`src/rtl/wic_pkg.sv`:
```
package wic_pkg;
  typedef enum logic [5:0] {
    GRP_STAT = 6'd0,
    GRP_ACK  = 6'd1,
    GRP_MSET = 6'd3,
    GRP_MCLR = 6'd4,
    GRP_SSET = 6'd6,
    GRP_SCLR = 6'd7,
    GRP_PSET = 6'd9,
    GRP_PCLR = 6'd10,
    GRP_CTRL = 6'd12
  } grp_e;

  localparam int CTL_EN    = 0;
  localparam int CTL_EDGE  = 1;
  localparam int CTL_FLUSH = 2;
  localparam int WORD_BITS = 32;
endpackage

```
`src/rtl/wic_sync.sv`:
```
module wic_sync #(
  parameter int NUM_LINES = 64
) (
  input  logic                 clk_i,
  input  logic                 rst_ni,
  input  logic [NUM_LINES-1:0] irq_i,
  input  logic [NUM_LINES-1:0] sense_i,
  input  logic [NUM_LINES-1:0] pol_i,
  output logic [NUM_LINES-1:0] evt_o
);
  for (genvar i = 0; i < NUM_LINES; i++) begin : g_line
    logic meta_q, sync_q, prev_q;
    always_ff @(posedge clk_i or negedge rst_ni) begin
      if (!rst_ni) begin
        meta_q <= 1'b0;
        sync_q <= 1'b0;
        prev_q <= 1'b0;
      end else begin
        meta_q <= irq_i[i];
        sync_q <= meta_q;
        prev_q <= sync_q;
      end
    end
    // level: match polarity; edge: transition toward polarity
    always_comb begin
      if (sense_i[i])   evt_o[i] = (sync_q == pol_i[i]);
      else if (pol_i[i]) evt_o[i] = sync_q & ~prev_q;
      else              evt_o[i] = ~sync_q & prev_q;
    end
  end
endmodule

```
`src/rtl/wic_regs.sv`:
```
module wic_regs
  import wic_pkg::*;
#(
  parameter int NUM_LINES = 64
) (
  input  logic                 clk_i,
  input  logic                 rst_ni,
  input  logic                 req_i,
  input  logic                 we_i,
  input  logic [9:0]           addr_i,
  input  logic [31:0]          wdata_i,
  input  logic [NUM_LINES-1:0] status_i,
  output logic [NUM_LINES-1:0] mask_o,
  output logic [NUM_LINES-1:0] sense_o,
  output logic [NUM_LINES-1:0] pol_o,
  output logic [NUM_LINES-1:0] ack_o,
  output logic                 edge_only_o,
  output logic                 flush_o,
  output logic [31:0]          rdata_o
);
  localparam int NUM_WORDS = (NUM_LINES + WORD_BITS - 1) / WORD_BITS;

  logic [5:0] grp;
  logic [3:0] word;
  logic       wr, rd;
  assign grp  = addr_i[9:4];
  assign word = addr_i[3:0];
  assign wr   = req_i & we_i;
  assign rd   = req_i & ~we_i;

  logic [NUM_LINES-1:0] hit;
  for (genvar i = 0; i < NUM_LINES; i++) begin : g_hit
    localparam logic [3:0] WI = 4'(i / WORD_BITS);
    assign hit[i] = wr && (word == WI) && wdata_i[i % WORD_BITS];
  end

  logic [NUM_LINES-1:0] mset, mclr, sset, sclr, pset, pclr;
  assign mset  = hit & {NUM_LINES{grp == GRP_MSET}};
  assign mclr  = hit & {NUM_LINES{grp == GRP_MCLR}};
  assign sset  = hit & {NUM_LINES{grp == GRP_SSET}};
  assign sclr  = hit & {NUM_LINES{grp == GRP_SCLR}};
  assign pset  = hit & {NUM_LINES{grp == GRP_PSET}};
  assign pclr  = hit & {NUM_LINES{grp == GRP_PCLR}};
  assign ack_o = hit & {NUM_LINES{grp == GRP_ACK}};

  logic [NUM_LINES-1:0] mask_q, sense_q, pol_q;
  always_ff @(posedge clk_i or negedge rst_ni) begin
    if (!rst_ni) begin
      mask_q  <= '1;
      sense_q <= '0;
      pol_q   <= '1;
    end else begin
      mask_q  <= (mask_q  | mset) & ~mclr;
      sense_q <= (sense_q | sset) & ~sclr;
      pol_q   <= (pol_q   | pset) & ~pclr;
    end
  end
  assign mask_o  = mask_q;
  assign sense_o = sense_q;
  assign pol_o   = pol_q;

  logic ctrl_wr, en_q, edge_q, flush_q;
  assign ctrl_wr = wr && (grp == GRP_CTRL) && (word == 4'd0);
  always_ff @(posedge clk_i or negedge rst_ni) begin
    if (!rst_ni) begin
      en_q    <= 1'b0;
      edge_q  <= 1'b0;
      flush_q <= 1'b0;
    end else if (ctrl_wr) begin
      en_q    <= wdata_i[CTL_EN];
      edge_q  <= wdata_i[CTL_EDGE];
      flush_q <= wdata_i[CTL_FLUSH];
    end else begin
      flush_q <= 1'b0; // self-clear after one cycle
    end
  end
  assign edge_only_o = edge_q;
  assign flush_o     = flush_q;

  logic [31:0] stat_words [NUM_WORDS];
  for (genvar w = 0; w < NUM_WORDS; w++) begin : g_sw
    for (genvar b = 0; b < WORD_BITS; b++) begin : g_sb
      if (w * WORD_BITS + b < NUM_LINES) begin : g_live
        assign stat_words[w][b] = status_i[w*WORD_BITS+b];
      end else begin : g_pad
        assign stat_words[w][b] = 1'b0;
      end
    end
  end

  logic [31:0] rdata_d, rdata_q;
  always_comb begin
    rdata_d = '0;
    if (rd) begin
      if (grp == GRP_STAT) begin
        for (int w = 0; w < NUM_WORDS; w++) begin
          if (word == w[3:0]) rdata_d = stat_words[w];
        end
      end else if (grp == GRP_CTRL && word == 4'd0) begin
        rdata_d[CTL_EN]    = en_q;
        rdata_d[CTL_EDGE]  = edge_q;
        rdata_d[CTL_FLUSH] = flush_q;
      end
    end
  end

  always_ff @(posedge clk_i or negedge rst_ni) begin
    if (!rst_ni) rdata_q <= '0;
    else         rdata_q <= rdata_d;
  end
  assign rdata_o = rdata_q;
endmodule

```
`src/rtl/wic_capture.sv`:
```
module wic_capture #(
  parameter int NUM_LINES = 64
) (
  input  logic                 clk_i,
  input  logic                 rst_ni,
  input  logic [NUM_LINES-1:0] evt_i,
  input  logic [NUM_LINES-1:0] mask_i,
  input  logic [NUM_LINES-1:0] sense_i,
  input  logic                 edge_only_i,
  input  logic [NUM_LINES-1:0] ack_i,
  input  logic                 flush_i,
  output logic [NUM_LINES-1:0] status_o,
  output logic [NUM_LINES-1:0] parent_o
);
  logic [NUM_LINES-1:0] rec, keep, status_q, parent_q;

  assign rec  = evt_i & ~mask_i & ~({NUM_LINES{edge_only_i}} & sense_i);
  assign keep = ~ack_i & ~{NUM_LINES{flush_i}};

  always_ff @(posedge clk_i or negedge rst_ni) begin
    if (!rst_ni) begin
      status_q <= '0;
      parent_q <= '0;
    end else begin
      status_q <= (status_q & keep) | rec; // new event wins over clear
      parent_q <= flush_i ? status_q : '0;
    end
  end
  assign status_o = status_q;
  assign parent_o = parent_q;
endmodule

```
`src/rtl/wake_irq_capture.sv`:
```
module wake_irq_capture #(
  parameter int NUM_LINES = 64
) (
  input  logic                 clk_i,
  input  logic                 rst_ni,
  input  logic                 req_i,
  input  logic                 we_i,
  input  logic [9:0]           addr_i,
  input  logic [31:0]          wdata_i,
  output logic [31:0]          rdata_o,
  input  logic [NUM_LINES-1:0] irq_i,
  output logic [NUM_LINES-1:0] parent_o
);
  logic [NUM_LINES-1:0] evt_w, mask_w, sense_w, pol_w, ack_w, status_w;
  logic                 edge_only_w, flush_w;

  wic_sync #(.NUM_LINES(NUM_LINES)) u_sync (
    .clk_i   (clk_i),
    .rst_ni  (rst_ni),
    .irq_i   (irq_i),
    .sense_i (sense_w),
    .pol_i   (pol_w),
    .evt_o   (evt_w)
  );

  wic_regs #(.NUM_LINES(NUM_LINES)) u_regs (
    .clk_i       (clk_i),
    .rst_ni      (rst_ni),
    .req_i       (req_i),
    .we_i        (we_i),
    .addr_i      (addr_i),
    .wdata_i     (wdata_i),
    .status_i    (status_w),
    .mask_o      (mask_w),
    .sense_o     (sense_w),
    .pol_o       (pol_w),
    .ack_o       (ack_w),
    .edge_only_o (edge_only_w),
    .flush_o     (flush_w),
    .rdata_o     (rdata_o)
  );

  wic_capture #(.NUM_LINES(NUM_LINES)) u_cap (
    .clk_i       (clk_i),
    .rst_ni      (rst_ni),
    .evt_i       (evt_w),
    .mask_i      (mask_w),
    .sense_i     (sense_w),
    .edge_only_i (edge_only_w),
    .ack_i       (ack_w),
    .flush_i     (flush_w),
    .status_o    (status_w),
    .parent_o    (parent_o)
  );
endmodule

```
`config.mk`:
```
export PLATFORM = sky130hd
export DESIGN_NAME = wake_irq_capture
export DESIGN_NICKNAME = d
export VERILOG_FILES = /design/src/rtl/wic_pkg.sv /design/src/rtl/wic_sync.sv /design/src/rtl/wic_regs.sv /design/src/rtl/wic_capture.sv /design/src/rtl/wake_irq_capture.sv
export SDC_FILE = /design/constraint.sdc
export NUM_CORES = 1
export LEC_CHECK = 0
export ABC_AREA = 1
export BUFFER_PORTS_ARGS = -buffer_cell sky130_fd_sc_hd__buf_2
export CORE_MARGIN = 5
export CORE_UTILIZATION = 54
export CTS_CLUSTER_DIAMETER = 120
export DETAILED_ROUTE_END_ITERATION = 10
export PLACE_DENSITY = 0.78
export SKIP_LAST_GASP = 1
export SYNTH_ARGS = -nofsm -noshare
export SYNTH_HDL_FRONTEND = slang
export SYNTH_SLANG_ARGS = --single-unit
```
`constraint.sdc`:
```
create_clock -name clk_i -period 1.2 [get_ports clk_i]
set_input_delay 0.06 -clock clk_i [delete_from_list [all_inputs] [get_ports clk_i]]
set_output_delay 0.06 -clock clk_i [all_outputs]
set_load 0.02 [all_outputs]
```
==> summary.md <==
| Metric | Value |
|---|---|
| Pleak | 14.8 nW |
| Total gr overflow | 0 |
| Clock Path Buffers | 3 |
| Post-Synthesis Cells | 2,545 |
| Iteration-0 DRC count of the detailed router | 1,965 |
| Met2 usage in global routing | 44.8% |
| Top delay family on crit path | flip-flops |
| Full die area | 0.0459 mm² |
| # DRC | 0 |
| Critical Path Fanout Max | 1 |
| Routed wire length | 64,200 µm |
| Failing checks | hold timing, setup timing |
| Slowest stage cell, crit path | dfrtp_1 |
| Filler instances | 2,989 |
| Clock Sinks | 547 |
| TritonCTS clock tree | done |
| Multi-input gate area | 0.00685 mm² |
| Mean Syn Cell Area | 8.86 µm² |
| RSZ-0062 raised after global routing | yes |
| CP arrival | 1.18 ns |
| H-tree Lvls | 2 |
| Worst-path clk slew | 0.06 ns |
| Width of the die | 214 µm |
| Netlist cell types | 26 |
| First-pass GRT wire length | 102,000 µm |
| Worst EP required | 1.14 ns |
| Layout area overhead | 27.3% |
| RD Place Congestion | 0.926 |
| Logic pwr share | 4.9% |
| Std-Cell Rows | 74 |
| Final setup fails | 14 |
| Total track usage | 27.5% |
| Largest incremental delay on the critical path | 0.43 ns |
| CP startpoint kind | flip-flop |
| Avg Vias per Cell | 5.42 |
| Share of cells above drive strength 1 | 20.4% |
| Largest net degree at the start of global routing | 67 |
| Detailed Place HPWL | 40,600 µm |
| Max Clk Rate | 807 MHz |
| Syn. warnings | 0 |
| Placement Setup Slack | -0.164 ns |
| Vias in the first global route | 19,366 |
| Critical Path Sink Type | output pin |
| Starting Density | 54.9% |
| Met1 Resource Use GR | 36.4% |
| Hold Slack | -0.0273 ns |
| # IOs | 206 |
| Max IR drop VDD | 1.47 mV |
| Antenna violations before repair | 2 |
| Syn_nets | 2,655 |
| Met3 global-route usage | 6.51% |
| Placement-stage cell area | 0.0252 mm² |
| Layout Nets | 3,024 |
| Avg WL per Cell | 18.4 µm |
| Slew Limit Fails | 0 |
| Sequential fraction of design power | 48.8% |
| DR pass1 iterations | 8 |
| Hold buffer count at cts | 100 |
| Core Box Area | 0.0411 mm² |
| Final worst path period need | 1.24 ns |
| TritonCTS Buffers | 55 |
| Port bufs | 205 |
| Final worst-path cycle share | 103% |
| Mapped Area | 0.0225 mm² |
| Final TNS setup | -0.210 ns |
| CTS root buffer | clkbuf_16 |
| Sequential cell area | 0.0139 mm² |
| Int Power | 0.0307 W |
| Critical Setup Path Class | flip-flop to output pin |
| CP Buf/Inv Count | 1 |
| Max cap viols | 0 |
| Gr busiest metal | met2 |
| Power density over the cells | 1370 mW/mm² |
| HP Class | input port to async pin |
| Slew at the pin closest to its max-slew limit | 0.386 ns |
| Sw frac | 21.9% |
| Clock power frac | 46.4% |
| Post-layout instance area | 0.0287 mm² |
| Net Sw Power | 0.00860 W |
| Die height | 214 µm |
| Rel. slew slack | 74.3% |
| Final Hold Viols | 21 |
| Seq/Total Area, Yosys | 61.4% |
| Antenna-violating nets left | 0 |
| Synthesized flop and latch total | 547 |
| Status | finished with violations |
| Reg2Reg Setup Slack | 0.07 ns |
| Final worst slack | -0.0397 ns |
| Worst-path cell chain | buf_6 |
| Clock Latency Late Sink | 0.60 ns |
| Vias | 18,911 |
| Clock skew | 0.0140 ns |
-- power by group through the flow --
stage / clock network [W] / registers (W) / logic (W)
6_report: 0.0182 / 0.0192 / 0.00191
2_1_floorplan: 0 / 0.0194 / 0.000526
3_5_place_dp: 0 / 0.0195 / 0.00162
3_3_place_gp: 0 / 0.0195 / 0.00158
5_1_grt: 0.0193 / 0.0192 / 0.00209
4_1_cts: 0.0185 / 0.0192 / 0.00190
-- final cells by class --
class	instances	share of cell area (%)
antenna	1	0.00872
clock buffer	72	5.41
clock inverter	29	1.35
inverter	390	5.11
multi-input combinational	1518	23.9
sequential	547	48.3
tap	532	2.32
timing repair buffer	402	13.7
-- cells by family (layout without fill, tap and decap cells) --
kind of cell	after synthesis	count (layout)	synth area share, %
buf+inv	480	893	8.38
other cells	0	1	0
simple gates	1164	1164	21.5
flops	547	547	61.4
compound gates	354	354	8.74
-- sequential cells by signal (all words and copies together), names as in the netlist --
register	count
u_cap.status_o	64
u_regs.en_q	1
u_regs.pol_o	64
u_regs.sense_o	64
u_regs.flush_o	1
u_regs.rdata_o	32
u_sync.g_line.prev_q	64
u_sync.g_line.meta_q	64
u_regs.edge_only_o	1
u_regs.mask_o	64
u_cap.parent_o	64
u_sync.g_line.sync_q	64
-- per-layer routing --
layer	up-vias	part of all wire, %
met5	-	0.033
met4	4	3.8
met3	207	9.4
met2	993	48
met1	9088	39
li1	8619	-
-- final timing paths --
path                                          start                  endpoint  cells after the start
max                              u_cap.parent_o[33]              parent_o[33]                      1
min                                          rst_ni         u_cap.parent_o[7]                      2
max reg2reg                          u_regs.flush_o        u_cap.status_o[36]                      4
min reg2reg                u_sync.g_line[57].meta_q  u_sync.g_line[57].sync_q                      0
max in group asynchronous                    rst_ni         u_regs.mask_o[29]                      4
min in group clk_i                        addr_i[6]        u_regs.edge_only_o                      6
-- layout by cell type, fill, tap and decap left out, drive strengths merged --
cell,n
bufinv,9
inv,389
nand2,655
clkbuf,73
nor3,1
o22ai,32
diode,1
nand4,33
dlygate4sd3,98
buf,303
clkinv,19
nand3,74
clkinvlp,2
o21ai,2
a21oi,256
dfrtp,419
dfstp,128
nor2,401
o31ai,64
-- Yosys cell counts (all sizes together) --
master	n	area [µm²]
nor2	401	1750
o22ai	32	200
clkbuf	46	173
nand4	33	213
dfstp	128	3360
nand3	74	405
inv	389	1460
o31ai	64	480
a21oi	256	1280
nor3	1	10.0
clkinv	1	5.00
nand2	655	2460
o21ai	2	10.0
dfrtp	419	10500
buf	44	251
-- what timing repair did --
action / CTS / global route
endpoints found under the hold margin: 802 / 20
setup buffers: 0 / 1
gates cloned: 0 / 1
gates resized for setup: 104 / 56
pin swaps: 0 / 1
setup endpoints to repair: 52 / 77
-- metrics by stage --
stage	hold slack (ns)	power, W	util, %	instances
3_5_place_dp	-0.0189	0.0211	61.4	3289
3_3_place_gp	-0.0220	0.0210	61.4	3289
4_1_cts	-0.0530	0.0395	69.4	3490
6_report	-0.0273	0.0393	69.8	3491
5_1_grt	-0.0307	0.0406	69.8	3490
2_1_floorplan	-0.236	0.0199	-	2545
Power figures use the tool's default switching activity.
